### config.mk
export PLATFORM = sky130hd
export DESIGN_NAME = lpt_ctl_core
export DESIGN_NICKNAME = d
export VERILOG_FILES = /design/src/rtl/lpt_pkg.sv /design/src/rtl/lpt_regs.sv /design/src/rtl/lpt_mode.sv /design/src/rtl/lpt_pins.sv /design/src/rtl/lpt_ctl_core.sv
export SDC_FILE = /design/constraint.sdc
export NUM_CORES = 1
export LEC_CHECK = 0
export BUFFER_PORTS_ARGS = -buffer_cell sky130_fd_sc_hd__buf_2
export CAP_MARGIN = 20
export CORE_UTILIZATION = 44
export CTS_BUF_LIST = sky130_fd_sc_hd__clkbuf_4
export DETAILED_ROUTE_END_ITERATION = 16
export PLACE_DENSITY = 0.79
export SYNTH_ARGS = -nofsm -noshare
export SYNTH_HDL_FRONTEND = slang
export SYNTH_HIERARCHICAL = 1
export SYNTH_SLANG_ARGS = --single-unit
### constraint.sdc
create_clock -name clk -period 1.1 [get_ports clk]
set_clock_uncertainty 0.05 [all_clocks]
set_input_delay 0 -clock clk [delete_from_list [all_inputs] [get_ports clk]]
set_output_delay 0 -clock clk [all_outputs]
set_load 0.01 [all_outputs]
### src/rtl/lpt_pkg.sv
package lpt_pkg;

    localparam int CTL_W  = 5;
    localparam int STS_W  = 5;
    localparam int MODE_W = 4;
    localparam int CFG_W  = 16;

    localparam logic [MODE_W-1:0] MODE_MANUAL = 4'd0;
    localparam logic [MODE_W-1:0] MODE_CENTR  = 4'd1;
    localparam logic [MODE_W-1:0] MODE_FAST   = 4'd2;
    localparam logic [MODE_W-1:0] MODE_NIBBLE = 4'd3;
    localparam logic [MODE_W-1:0] MODE_BYTE   = 4'd4;
    localparam logic [MODE_W-1:0] MODE_OFF    = 4'd7;

    localparam logic [1:0] ADR_DATA_CTL = 2'd0;
    localparam logic [1:0] ADR_CTL_ONLY = 2'd1;
    localparam logic [1:0] ADR_CONFIG   = 2'd2;

    // Control vector, bit 4 down to bit 0.
    typedef struct packed {
        logic oe;
        logic slin;
        logic afd;
        logic stb;
        logic ini;
    } ctl_t;

    // Status vector, bit 4 down to bit 0.
    typedef struct packed {
        logic perr;
        logic ackn;
        logic bsy;
        logic flt;
        logic slct;
    } sts_t;

    typedef struct packed {
        sts_t       in_inv;
        ctl_t       out_inv;
        logic       en;
        logic       force_sw;
        logic       ext;
        logic [2:0] mode;
    } cfg_t;

    function automatic logic mode_legal(input logic [MODE_W-1:0] m);
        return !m[3] || (m[2:0] == 3'd0) || (m[2:0] >= 3'd5);
    endfunction

    // Pins that software keeps in a given mode (1 = software owns).
    function automatic logic [CTL_W-1:0] sw_owned(input logic [MODE_W-1:0] m);
        logic [CTL_W-1:0] own;
        case (m)
            MODE_MANUAL:            own = 5'b11111;
            MODE_CENTR, MODE_FAST:  own = 5'b00101;
            MODE_NIBBLE, MODE_BYTE: own = 5'b00001;
            default:                own = 5'b00000;
        endcase
        return own;
    endfunction

endpackage

### src/rtl/lpt_regs.sv
module lpt_regs
    import lpt_pkg::*;
#(
    parameter int BUS_W   = 32,
    parameter int DATA_W  = 8,
    parameter int ADDR_W  = 2
) (
    input  logic              clk,
    input  logic              rst,
    input  logic              wr_en,
    input  logic [ADDR_W-1:0] wr_addr,
    input  logic [BUS_W-1:0]  wr_data,
    input  logic              periph_evt,
    output cfg_t              cfg_q,
    output ctl_t              sw_ctl_q,
    output logic [DATA_W-1:0] data_q,
    output logic              irq_q
);
    localparam int CTL_LSB = DATA_W;
    localparam int ACK_POS = 2 * DATA_W;

    logic port_clr;
    logic wr_dc, wr_co, wr_cf;

    assign port_clr = rst || !cfg_q.en;
    assign wr_dc = wr_en && (wr_addr == ADDR_W'(ADR_DATA_CTL));
    assign wr_co = wr_en && (wr_addr == ADDR_W'(ADR_CTL_ONLY));
    assign wr_cf = wr_en && (wr_addr == ADDR_W'(ADR_CONFIG));

    always_ff @(posedge clk) begin
        if (rst) begin
            cfg_q <= '0;
        end else if (wr_cf) begin
            cfg_q <= cfg_t'(wr_data[CFG_W-1:0]);
        end
    end

    always_ff @(posedge clk) begin
        if (port_clr) begin
            sw_ctl_q <= '0;
            data_q   <= '0;
        end else if (wr_dc) begin
            sw_ctl_q <= ctl_t'(wr_data[CTL_LSB +: CTL_W]);
            data_q   <= wr_data[DATA_W-1:0];
        end else if (wr_co) begin
            sw_ctl_q <= ctl_t'(wr_data[CTL_W-1:0]);
        end
    end

    always_ff @(posedge clk) begin
        if (port_clr) begin
            irq_q <= 1'b0;
        end else if (periph_evt) begin
            irq_q <= 1'b1;
        end else if (wr_dc && wr_data[ACK_POS]) begin
            irq_q <= 1'b0;
        end
    end

endmodule

### src/rtl/lpt_mode.sv
module lpt_mode
    import lpt_pkg::*;
(
    input  logic              clk,
    input  logic              rst,
    input  cfg_t              cfg,
    input  logic              hs_idle,
    output logic [MODE_W-1:0] mode_eff,
    output logic              req_illegal,
    output logic              change_pending
);
    logic [MODE_W-1:0] req;

    assign req            = {cfg.ext, cfg.mode};
    assign req_illegal    = !mode_legal(req);
    assign change_pending = !req_illegal && (req != mode_eff);

    always_ff @(posedge clk) begin
        if (rst || !cfg.en) begin
            mode_eff <= MODE_MANUAL;
        end else if (change_pending && (cfg.force_sw || hs_idle)) begin
            mode_eff <= req;
        end
    end

endmodule

### src/rtl/lpt_pins.sv
module lpt_pins
    import lpt_pkg::*;
(
    input  logic [MODE_W-1:0] mode_eff,
    input  ctl_t              sw_ctl,
    input  logic [CTL_W-1:0]  hs_ctl,
    input  ctl_t              out_inv,
    input  sts_t              in_inv,
    input  sts_t              sts_pins,
    output ctl_t              pin_lvl,
    output sts_t              sts_view
);
    logic [CTL_W-1:0] own;
    logic [CTL_W-1:0] asrt;
    logic [CTL_W-1:0] inv;
    logic [CTL_W-1:0] lvl;
    logic [CTL_W-1:0] off_lvl;

    assign own     = sw_owned(mode_eff);
    assign asrt    = (own & sw_ctl) | (~own & hs_ctl);
    assign inv     = out_inv;
    // Off levels: oe inactive, selectin low, the rest high.
    assign off_lvl = {out_inv.oe, 1'b0, 1'b1, 1'b1, 1'b1};

    for (genvar i = 0; i < CTL_W; i++) begin : g_pin
        if (i == CTL_W - 1) begin : g_oe
            assign lvl[i] = asrt[i] ^ inv[i];
        end else begin : g_lowact
            assign lvl[i] = ~asrt[i] ^ inv[i];
        end
    end

    assign pin_lvl  = ctl_t'((mode_eff == MODE_OFF) ? off_lvl : lvl);
    assign sts_view = sts_pins ^ in_inv;

endmodule

### src/rtl/lpt_ctl_core.sv
module lpt_ctl_core
    import lpt_pkg::*;
#(
    parameter int BUS_W  = 32,
    parameter int DATA_W = 8,
    parameter int ADDR_W = 2,
    parameter int STAT_W = 16
) (
    input  logic              clk,
    input  logic              rst,
    input  logic              wr_en,
    input  logic [ADDR_W-1:0] wr_addr,
    input  logic [BUS_W-1:0]  wr_data,
    input  logic              hs_idle,
    input  logic [4:0]        hs_ctl,
    input  logic              periph_evt,
    input  logic              perror,
    input  logic              ack_n,
    input  logic              busy,
    input  logic              fault_n,
    input  logic              select,
    output logic [DATA_W-1:0] data_out,
    output logic              data_oe,
    output logic              strobe_n,
    output logic              autofd_n,
    output logic              init_n,
    output logic              selectin_n,
    output logic              peri_irq,
    output logic [STAT_W-1:0] status_word
);
    localparam int USED_W = STS_W + MODE_W + 3;

    cfg_t              cfg_q;
    ctl_t              sw_ctl_q;
    logic [MODE_W-1:0] mode_eff;
    logic              req_illegal;
    logic              change_pending;
    ctl_t              pin_lvl;
    sts_t              sts_pins;
    sts_t              sts_view;

    assign sts_pins = '{perr: perror, ackn: ack_n, bsy: busy, flt: fault_n, slct: select};

    lpt_regs #(
        .BUS_W  (BUS_W),
        .DATA_W (DATA_W),
        .ADDR_W (ADDR_W)
    ) u_regs (
        .clk        (clk),
        .rst        (rst),
        .wr_en      (wr_en),
        .wr_addr    (wr_addr),
        .wr_data    (wr_data),
        .periph_evt (periph_evt),
        .cfg_q      (cfg_q),
        .sw_ctl_q   (sw_ctl_q),
        .data_q     (data_out),
        .irq_q      (peri_irq)
    );

    lpt_mode u_mode (
        .clk            (clk),
        .rst            (rst),
        .cfg            (cfg_q),
        .hs_idle        (hs_idle),
        .mode_eff       (mode_eff),
        .req_illegal    (req_illegal),
        .change_pending (change_pending)
    );

    lpt_pins u_pins (
        .mode_eff (mode_eff),
        .sw_ctl   (sw_ctl_q),
        .hs_ctl   (hs_ctl),
        .out_inv  (cfg_q.out_inv),
        .in_inv   (cfg_q.in_inv),
        .sts_pins (sts_pins),
        .pin_lvl  (pin_lvl),
        .sts_view (sts_view)
    );

    assign data_oe    = pin_lvl.oe;
    assign selectin_n = pin_lvl.slin;
    assign autofd_n   = pin_lvl.afd;
    assign strobe_n   = pin_lvl.stb;
    assign init_n     = pin_lvl.ini;

    assign status_word = {{(STAT_W-USED_W){1'b0}}, change_pending, peri_irq,
                          req_illegal, mode_eff, sts_view};

endmodule

# Word-level counts from Yosys, hierarchy flattened
# Index checks and enable logic that the tools add are counted.
# Widths: inputs -> output; s select.
# totals
regBits,34
# classes
n_lt_le_gt_ge,1
n_eq_ne,8
n_mux,6
bitwise_logic,14
reduce_logical,20
# ops
cell,n
$mux 5,3
$pmux 5 s3,1
$and 5x5->5,2
$eq 4x2->1 const B,2
$eq 4x3->1 const B,2
$logic_and 1x1->1,6
$not 5->5,1
$or 5x5->5,1
$xor 1x1->1,5
$xor 5x5->5,1
$eq 4x1->1 const B,1
$logic_not 4->1,1
$logic_or 1x1->1,4
$ne 4x4->1,1
$not 1->1,4
$reduce_bool 2->1,2
$reduce_or 2->1,2
$ge 3x3->1 const B,1
$logic_not 1->1,3
$logic_not 3->1,1
$eq 2x1->1 const B,1
$eq 2x2->1 const B,1
$logic_not 2->1,1
$mux 1,2

# Longest topological paths before layout
# Gate-level depths: netlist (run 1).
# logic_depth
depth_word,9
depth_mapped,6
ltp_nobuf,4

# Cells and area by module
# Netlist (run 1), hierarchy kept.
# modules_own_cells
mod,n_inst,cells_each,area_each_um2
lpt_regs,1,135,1183.6
lpt_mode,1,29,254.0
lpt_pins,1,30,245.2
lpt_ctl_core,1,8,56.3

# Worst setup path after synthesis (run 1)
# Ideal clock, no wire load.
# synth_timing
path_type,register to output
from,reg u_mode.mode_eff[1]
to,out data_oe
t_arrival_ns,1.287
required_time_ns,1.050
path_slack_ns,-0.237
path_stages_with_launch,5
cell_sequence,dfxtp_1 nor4_4 mux2i_1 nor2_2 xor2_1
# synth_between
elab_chain_len,8
# synth_lines
element,line,text
"start, declared",lpt_mode.sv:8,"output logic [MODE_W-1:0] mode_eff,"
"start signal, assigned",lpt_mode.sv:22,mode_eff <= req;
$eq 4x2->1 (tied with other cells),lpt_pkg.sv:53,case (m)
$reduce_or 2->1,lpt_pkg.sv:53,
$pmux 5 s3,lpt_pkg.sv:53,
$not 5->5,lpt_pins.sv:20,assign asrt = (own & sw_ctl) | (~own & hs_ctl);
$and 5x5->5,lpt_pins.sv:20,
$or 5x5->5,lpt_pins.sv:20,
$xor 1x1->1,lpt_pins.sv:27,assign lvl[i] = asrt[i] ^ inv[i];
$mux 5 (*),lpt_pins.sv:33,assign pin_lvl = ctl_t'((mode_eff == MODE_OFF) ? off_lvl : lvl);
"end, declared",lpt_ctl_core.sv:23,"output logic data_oe,"
# Mark *: on every way between the ends. The rest lies on a longest branch, timed or not.

# Worst setup path in the final report (run 1)
# layout_timing
from,reg u_mode.mode_eff[0]
to,out strobe_n
# layout_between
elab_chain_len,9
# layout_lines
element,line,text
$eq 4x2->1 (tied with other cells),lpt_pkg.sv:53,
$reduce_or 2->1,lpt_pkg.sv:53,
$pmux 5 s3,lpt_pkg.sv:53,
$not 5->5,lpt_pins.sv:20,
$and 5x5->5,lpt_pins.sv:20,
$or 5x5->5,lpt_pins.sv:20,
$not 1->1,lpt_pins.sv:29,assign lvl[i] = ~asrt[i] ^ inv[i];
$xor 1x1->1,lpt_pins.sv:29,
$mux 5 (*),lpt_pins.sv:33,
"end, declared",lpt_ctl_core.sv:24,"output logic strobe_n,"
# Marks and branches as above.

==> results.tsv, run 1 <==
stage	metric	value	unit
status	violated checks	negative setup slack	
job	Max-cap violations	0	
synthesis	Cells after Synth	202	
cts	Num CTS Buffers	5	
cts	Root Driver	clkbuf_4	
synthesis	synthesized-area fraction occupied by adder cells	0	%
cts	clock latency on the worst-skew pair	320	ps
power	PD cells	903.4	mW/mm^2
timing	fmax	571.1	MHz
global_routing	global-route wire length before repair	7279	um
setup_path	crit end category	output pin	
timing	final number of setup-violating endpoints	13	
die	# IOs	79	
global_routing	Tot GR Track Use	23.21	%
die	Core Box Area	0.003716	mm^2
cells_and_area	fill cell count	314	
placed_design	Area after DPL	0.002128	mm^2
global_routing	largest net degree at the start of global routing	17	
die	Die Area	0.004208	mm^2
global_routing	initial antenna violation count	0	
placed_design	pre-CTS setup slack	-289.4	ps
synthesis	post-synthesis mux area share	8.058	%
cts	Hold Buf Count CTS	20	
route	Routed WL per cell	12.98	um
route	DRT Pass-1 Iters	4	
cells_and_area	number of diodes	0	
route	via/cell ratio	4.954	
route	drt first-iter violations	54	
power	VDD IR max	0.6731	mV
setup_path	WP data required	1050	ps
power	total chip power	2.299	mW
cts	CTS tree	done	
setup_path	Setup CP Type	reg -> out	
cells_and_area	nets@finish	348	
synthesis	Synth Area in Compound Gates	14.32	%
synthesis	largest family of logic cells by synthesized area	simple AND/OR/NAND/NOR gates	
route	via count	1719	
global_routing	total grt overflow	0	
cells_and_area	fin util	68.48	%
timing	Fin Hold WS	8.730	ps
min_path	worst hold path class	in -> reg	
route	ANT nets after route	0	
cts	Clock Path Buffers	2	
power	P_leak	1.126	nW
synthesis	Synth Area in Simple Gates	23.45	%
cells_and_area	Storage cell area	704.4	um^2
global_routing	number of global-route vias before repair	1615	
timing	final worst-path cycle share	159.2	%
cells_and_area	Area Growth Syn to Fin	46.33	%
cells_and_area	Final Cell Area	0.002545	mm^2
cts	H-Tree Depth	2	
synthesis	Synth Area per Inst	8.610	um^2
timing	Pins Over Slew Limit	0	
setup_path	Critical Path Source Type	register	
timing	Hold Fails Final Rpt	0	
cells_and_area	share of layout cells above drive strength 1	42.14	%
synthesis	sequential share of the synthesized area	39.14	%
cells_and_area	Multi-input gate area	0.001003	mm^2
die	Die Y	64.87	um
die	initial core utilization	46.80	%
synthesis	Distinct cells, synth	36	
timing	fin crit period	1751	ps
route	# DRC	0	
placed_design	placer congestion estimate	0.7594	
timing	slew margin rel.	61.69	%
timing	worst setup margin	-651.0	ps
synthesis	flops & latches, synth	34	
placed_design	Buffers on Ports	59	
synthesis	Syn. warnings	6	
setup_path	critical path arrival	1700	ps
timing	RSZ-0062 raised after global routing	true	
route	Total Wirelength	4503	um
cts	TritonCTS sink count	34	
timing	Worst-Margin Slew	574.7	ps
synthesis	XOR/XNOR share of the synthesized area	7.554	%
cts	Reg clk slew, reported paths	100	ps
die	Cell Rows	22	
setup_path	Crit Path Max Fanout	3	
die	Die W	64.87	um
synthesis	Mapped Area	0.001739	mm^2
status	status	complete, but fails checks	
placed_design	Final HPWL DP	3070	um
## synthesized netlist by cell type
master | instances | area (um^2)
or3b_1 | 1 | 8.760
buf_1 | 1 | 3.750
nand3_2 | 1 | 10.01
clkbuf_1 | 1 | 3.750
inv_1 | 2 | 7.510
a21oi_1 | 14 | 70.07
buf_2 | 5 | 25.02
nand3b_2 | 1 | 11.26
a311oi_1 | 1 | 8.760
conb_1 | 1 | 3.750
xor2_1 | 8 | 70.07
nand2b_1 | 2 | 12.51
or3_1 | 1 | 6.260
nand2_1 | 58 | 217.7
and2_1 | 2 | 12.51
nand4_1 | 1 | 6.260
a21oi_2 | 10 | 87.58
a211oi_1 | 5 | 37.54
nor2b_1 | 2 | 12.51
o21ai_1 | 1 | 5.000
dfxtp_1 | 34 | 680.7
buf_6 | 3 | 33.78
and3b_1 | 1 | 8.760
o211ai_4 | 1 | 21.27
nor2_2 | 1 | 6.260
o21ai_0 | 1 | 5.000
nor4_4 | 1 | 21.27
a31oi_1 | 1 | 6.260
nor2_1 | 9 | 33.78
nor3b_4 | 1 | 18.77
nand4b_1 | 1 | 8.760
o21a_1 | 1 | 7.510
mux2i_1 | 14 | 140.1
nor3b_2 | 1 | 12.51
buf_4 | 7 | 52.55
xnor2_1 | 7 | 61.31
## power breakdown
part,internal (mW),switching [mW]
logic,0.208,0.188
registers,1.24,0.0190
clock network,0.256,0.386
## cells in the final DEF (no fill, tap or decap), types with 3 or more instances in the layout
cell,count
a211oi_1,5
a21oi_1,14
a21oi_2,10
buf_2,56
buf_4,20
buf_6,8
clkbuf_4,6
conb_1,4
dfxtp_1,25
dfxtp_2,4
dfxtp_4,5
dlygate4sd3_1,20
mux2i_1,14
nand2_1,57
nor2_1,9
xnor2_1,4
xnor2_2,3
xor2_1,7
## worst paths after layout
kind | from | endpoint | slack [ps] | cells past startpoint
min | wr_addr[0] | u_regs/data_q[0] | 9 | 4
max | u_mode/mode_eff[0] | strobe_n | -650 | 5
min reg2reg | u_regs/data_q[4] | u_regs/data_q[4] | 410 | 2
max reg2reg | u_mode/mode_eff[2] | u_mode/mode_eff[2] | -310 | 6
## kinds of logic (layout without fill, tap and decap cells)
logic type             count (synthesis)  in the layout
buffers and inverters                 19            113
flip-flops                            34             34
other                                  1              4
AND/OR/NAND/NOR                       84             84
AO/OA/AOI/OAI                         35             35
XOR/XNOR                              15             15
multiplexers                          14             14
## area by class of cell
| class | count | area share [%] |
|---|---|---|
| Multi-Input combinational cell | 152 | 39.43 |
| Timing Repair Buffer | 104 | 28.32 |
| Sequential cell | 34 | 27.68 |
| Tap cell | 48 | 2.360 |
| Clock buffer | 6 | 1.770 |
| Inverter | 2 | 0.2950 |
| Clock inverter | 1 | 0.1475 |
## layer usage
layer	up-vias	global-route usage (%)	part of all wire, %
li1	853	-	-
met1	799	27.89	43
met2	59	39.19	51
met3	8	5.634	4.4
met4	0	9.444	2.0
met5	-	0	0
## what timing repair did
item | 4_1_cts | 5_1_grt
pin swaps | 5 | 4
endpoints found under the hold margin | 33 | 1
setup endpoints to repair | 13 | 23
setup buffers | 6 | 4
gates resized for setup | 18 | 9
## critical path, stage by stage (launching register included)
cell and delay [ps]:
dfxtp_4 360, nor4_4 380, mux2i_1 280, xnor2_1 160, nand2_1 60, buf_2 130
## registers in the layout (all words and copies together), names as in the netlist
signal	cells
u_mode/mode_eff	4
u_regs/cfg_q	16
u_regs/data_q	8
u_regs/irq_q	1
u_regs/sw_ctl_q	5
## stage by stage
| stage | TNS [ps] | cells |
|---|---|---|
| 3_5_place_dp | -2261 | 311 |
| 5_1_grt | -5952 | 347 |
| 3_3_place_gp | -1876 | 311 |
| 4_1_cts | -5740 | 344 |
| 2_1_floorplan | -899.0 | 205 |
| 6_report | -4883 | 347 |
Note: power is estimated with default switching activity, not from simulation.
==> run 2: changes to the inputs <==
--- a/config.mk
+++ b/config.mk
@@ -7,10 +7,9 @@
 export LEC_CHECK = 0
 export BUFFER_PORTS_ARGS = -buffer_cell sky130_fd_sc_hd__buf_2
 export CAP_MARGIN = 20
-export CORE_UTILIZATION = 44
+export CORE_UTILIZATION = 30
 export CTS_BUF_LIST = sky130_fd_sc_hd__clkbuf_4
 export DETAILED_ROUTE_END_ITERATION = 16
-export PLACE_DENSITY = 0.79
 export SYNTH_ARGS = -nofsm -noshare
 export SYNTH_HDL_FRONTEND = slang
 export SYNTH_HIERARCHICAL = 1
==> results.tsv, run 2 (synthesis gave the netlist of run 1 again) <==
stage	metric	value	unit
timing	final worst-path cycle share	157.8	%
setup_path	Crit Path Max Fanout	3	
min_path	worst hold path class	in -> reg	
global_routing	global-route wire length before repair	7424	um
setup_path	Setup CP Type	reg -> out	
die	# IOs	79	
route	ANT nets after route	0	
power	PD cells	1061	mW/mm^2
cells_and_area	Top reg by flops	u_regs/cfg_q	
power	VDD IR max	0.6863	mV
timing	fmax	576.0	MHz
setup_path	Critical Path Slowest Stage Cell	nor4_4	
route	DRT Pass-1 Iters	4	
cells_and_area	nets@finish	346	
route	drt first-iter violations	63	
global_routing	largest net degree at the start of global routing	17	
global_routing	number of global-route vias before repair	1572	
placed_design	Area after DPL	0.002223	mm^2
die	Die Y	78.14	um
cells_and_area	fill cell count	567	
die	Die Area	0.006106	mm^2
placed_design	pre-CTS setup slack	-293.3	ps
timing	Fin Hold WS	3.716	ps
die	Die W	78.14	um
cts	H-Tree Depth	2	
cells_and_area	number of diodes	0	
timing	fin crit period	1736	ps
setup_path	CP peak stage delay	380	ps
status	status	complete, but fails checks	
cts	Reg clk slew, reported paths	110	ps
setup_path	Critical Path Source Type	register	
placed_design	Buffers on Ports	59	
die	initial core utilization	31.39	%
timing	setup TNS	-5110	ps
timing	Pins Over Slew Limit	0	
power	P_leak	1.156	nW
cells_and_area	largest registers	u_regs/cfg_q x16, u_regs/data_q x8, u_regs/sw_ctl_q x5	
cts	Clock Path Buffers	2	
cts	Num CTS Buffers	5	
setup_path	critical path arrival	1690	ps
placed_design	placer congestion estimate	0.7453	
cells_and_area	commonest non-fill, non-tap cells in the layout	57 x buf_2, 57 x nand2_1, 23 x dfxtp_1, 19 x dlygate4sd3_1, 16 x buf_4	
route	via/cell ratio	4.443	
route	Total Wirelength	4401	um
cts	TritonCTS sink count	34	
cells_and_area	Final Cell Area	0.002643	mm^2
timing	RSZ-0062 raised after global routing	true	
route	Routed WL per cell	11.89	um
cells_and_area	Multi-input gate area	999.7	um^2
job	Max-cap violations	0	
route	# DRC	0	
setup_path	crit path cell chain	nor4_4 > mux2i_1 > nor2_2 > xor2_2 > buf_2	
global_routing	total grt overflow	0	
route	via count	1644	
cells_and_area	Area Growth Syn to Fin	51.94	%
cts	Root Driver	clkbuf_4	
timing	Hold Fails Final Rpt	0	
status	violated checks	negative setup slack	
global_routing	initial antenna violation count	0	
setup_path	WP data required	1050	ps
die	Core Box Area	0.005540	mm^2
cts	clock latency on the worst-skew pair	330	ps
timing	worst setup margin	-636.1	ps
cells_and_area	Storage cell area	704.4	um^2
timing	final number of setup-violating endpoints	12	
cts	CTS tree	done	
cells_and_area	share of layout cells above drive strength 1	42.62	%
cells_and_area	number of flip-flops in the largest register	16	
die	Cell Rows	27	
setup_path	crit end category	output pin	
global_routing	Tot GR Track Use	15.42	%
placed_design	Final HPWL DP	3226	um
## run 2: cell types whose count changed in the layout (fill, tap and decap cells not counted), sizes merged
cell / change
buf: -1
dlygate4sd3: -1
bufinv: +2
clkbuf: -1
## run 2: final cells by class
class / instances / share of cell area, %
Clock inverter: 3 / 2.604
Clock buffer: 5 / 1.420
Inverter: 2 / 0.2841
Tap cell: 72 / 3.409
Sequential cell: 34 / 26.66
Multi-Input combinational cell: 152 / 37.83
Timing Repair Buffer: 102 / 27.79
## run 2: final timing paths
path	slack (ps)	to	cells past startpoint	from
worst min-delay path	4	u_regs/data_q[4]	4	wr_addr[0]
worst max-delay path	-640	data_oe	5	u_mode/mode_eff[2]
worst min register to register	410	u_regs/data_q[6]	2	u_regs/data_q[6]
worst max register to register	-350	u_mode/mode_eff[1]	7	u_mode/mode_eff[1]
## run 2: routing by layer
layer	GRT usage (%)	routed length (um)
met5	0	0
met4	5.000	46
met3	3.023	235
met2	24.30	1953
met1	21.03	2165
## run 2: critical path: cells and delay by family (launching register included)
family | cells | cell delay [ps]
buf+inv | 1 | 140
simple gates | 2 | 450
xor+xnor | 1 | 140
mux | 1 | 260
flops | 1 | 370
## run 2: what timing repair did
item / in CTS / in global routing
resized for setup: 13 / 11
setup endpoints to repair: 11 / 22
hold endpoints to repair: 34 / 0
pin swaps: 8 / 6
hold buffers: 19 / 0
setup buffers: 5 / 2
## run 2: through the flow
step | std cells | util (%) | power (mW)
final | 370 | 47.70 | 2.803
after global routing | 370 | 47.70 | 2.936
after CTS | 369 | 47.06 | 2.831
after detailed placement | 337 | 40.13 | 1.617
after global placement | 337 | 40.13 | 1.614
after floorplan | 205 | - | 1.483
## run 2: where the power goes
group          internal, mW  leakage (nW)  switching (mW)
registers              1.24         0.281          0.0178
clock network         0.711        0.0554           0.439
logic                 0.208         0.819           0.184
==> run 3: changes to the inputs <==
--- a/config.mk
+++ b/config.mk
@@ -10,6 +10,7 @@
 export CORE_UTILIZATION = 30
 export CTS_BUF_LIST = sky130_fd_sc_hd__clkbuf_4
 export DETAILED_ROUTE_END_ITERATION = 16
+export MAX_ROUTING_LAYER = met4
 export SYNTH_ARGS = -nofsm -noshare
 export SYNTH_HDL_FRONTEND = slang
 export SYNTH_HIERARCHICAL = 1
==> results.tsv, run 3 (synthesis gave the netlist of run 1 again) <==
stage	metric	value	unit
cells_and_area	largest registers	u_regs/cfg_q x16, u_regs/data_q x8, u_regs/sw_ctl_q x5	
setup_path	Setup CP Type	reg -> out	
global_routing	initial antenna violation count	0	
route	Routed WL per cell	11.88	um
route	ANT nets after route	0	
route	Total Wirelength	4395	um
die	# IOs	79	
timing	fin crit period	1737	ps
timing	worst setup margin	-637.2	ps
cts	CTS tree	done	
global_routing	Tot GR Track Use	15.83	%
setup_path	Critical Path Slowest Stage Cell	nor4_4	
setup_path	CP peak stage delay	380	ps
setup_path	CP bufs+invs	1	
die	Die W	78.14	um
placed_design	Area after DPL	0.002223	mm^2
cts	Reg clk slew, reported paths	110	ps
route	DRT Pass-1 Iters	6	
power	total chip power	2.807	mW
placed_design	Placed Cells	337	
min_path	worst hold path class	in -> reg	
cells_and_area	share of layout cells above drive strength 1	42.62	%
setup_path	crit end category	output pin	
route	via/cell ratio	4.430	
route	DR top layer	met4	
cts	H-Tree Depth	2	
cells_and_area	Multi-input gate area	999.7	um^2
cells_and_area	Non-Filler Instances	370	
timing	Pins Over Slew Limit	0	
route	Routed met3 length	169	um
power	VDD IR max	0.6865	mV
die	initial core utilization	31.39	%
cells_and_area	number of diodes	0	
setup_path	critical path arrival	1690	ps
setup_path	crit path cell chain	nor4_4 > mux2i_1 > nor2_2 > xor2_2 > buf_2	
cts	TritonCTS sink count	34	
cells_and_area	Top reg by flops	u_regs/cfg_q	
timing	Hold Fails Final Rpt	0	
cells_and_area	Storage cell area	704.4	um^2
power	PD cells	1062	mW/mm^2
cells_and_area	commonest non-fill, non-tap cells in the layout	57 x buf_2, 57 x nand2_1, 23 x dfxtp_1, 19 x dlygate4sd3_1, 16 x buf_4	
die	Die Area	0.006106	mm^2
route	drt first-iter violations	70	
setup_path	kind of cell adding the most delay to the critical path	simple AND/OR/NAND/NOR gates	
die	Cell Rows	27	
cells_and_area	nets@finish	346	
timing	fmax	575.6	MHz
timing	final number of setup-violating endpoints	12	
placed_design	Final HPWL DP	3226	um
global_routing	number of global-route vias before repair	1575	
global_routing	largest net degree at the start of global routing	17	
cts	Num CTS Buffers	5	
cells_and_area	number of flip-flops in the largest register	16	
cts	Clock Path Buffers	2	
cells_and_area	Area Growth Syn to Fin	51.94	%
placed_design	Buffers on Ports	59	
die	Die Y	78.14	um
cts	Root Driver	clkbuf_4	
setup_path	Critical Path Source Type	register	
route	WL met1	2239	um
power	P_leak	1.156	nW
route	via count	1639	
cells_and_area	Final Cell Area	0.002643	mm^2
cts	clock latency on the worst-skew pair	340	ps
timing	RSZ-0062 raised after global routing	true	
timing	final worst-path cycle share	157.9	%
placed_design	pre-CTS setup slack	-293.3	ps
setup_path	reg2reg path depth	7	
cells_and_area	fill cell count	567	
global_routing	total grt overflow	0	
die	Core Box Area	0.005540	mm^2
placed_design	placer congestion estimate	0.7547	
min_path	hold path depth	4	
route	length of routed met2 wiring	1939	um
timing	Fin Hold WS	1.810	ps
cells_and_area	fin util	47.70	%
timing	setup TNS	-5133	ps
status	violated checks	negative setup slack	
global_routing	global-route wire length before repair	7417	um
setup_path	Stages on worst setup path	5	
status	status	complete, but fails checks	
setup_path	Crit Path Max Fanout	3	
job	Max-cap violations	0	
route	# DRC	0	
setup_path	WP data required	1050	ps
==> run 3: worst min-delay path: cells and delay by family <==
kind,cells,cell delay [ps]
buf+inv,1,140
compound gates,1,50
simple gates,2,160
==> run 3: final cells by class <==
type | instances | share of cell area, %
clock buffers | 5 | 1.420
repair buffers | 102 | 27.79
inverters | 2 | 0.2841
flip-flops and latches | 34 | 26.66
clock inverters | 3 | 2.604
multi-input cells | 152 | 37.83
well taps | 72 | 3.409
==> run 3: layer usage <==
layer	up-vias	global-route usage, %
met4	0	5.000
li1	851	-
met3	5	2.791
met5	-	-
met1	738	21.10
met2	45	24.30
==> run 3: repair_timing <==
item,CTS,global route
hold buffers,19,0
endpoints found under the setup margin,11,22
pin swaps,8,6
resized for setup,13,11
setup buffers,5,2
endpoints found under the hold margin,34,0
==> run 3: final timing paths <==
| path | from | to | slack, ps |
|---|---|---|---|
| max | u_mode/mode_eff[2] | data_oe | -640 |
| min | wr_addr[0] | u_regs/data_q[4] | 2 |
| max reg2reg | u_mode/mode_eff[1] | u_mode/mode_eff[1] | -350 |
| min reg2reg | u_regs/data_q[6] | u_regs/data_q[6] | 410 |
==> run 3: report_power, final <==
part	internal, mW	total, mW	switching (mW)
clock	0.711	1.15	0.442
sequential	1.24	1.26	0.0178
combinational	0.208	0.392	0.184
total	2.16	2.81	0.644
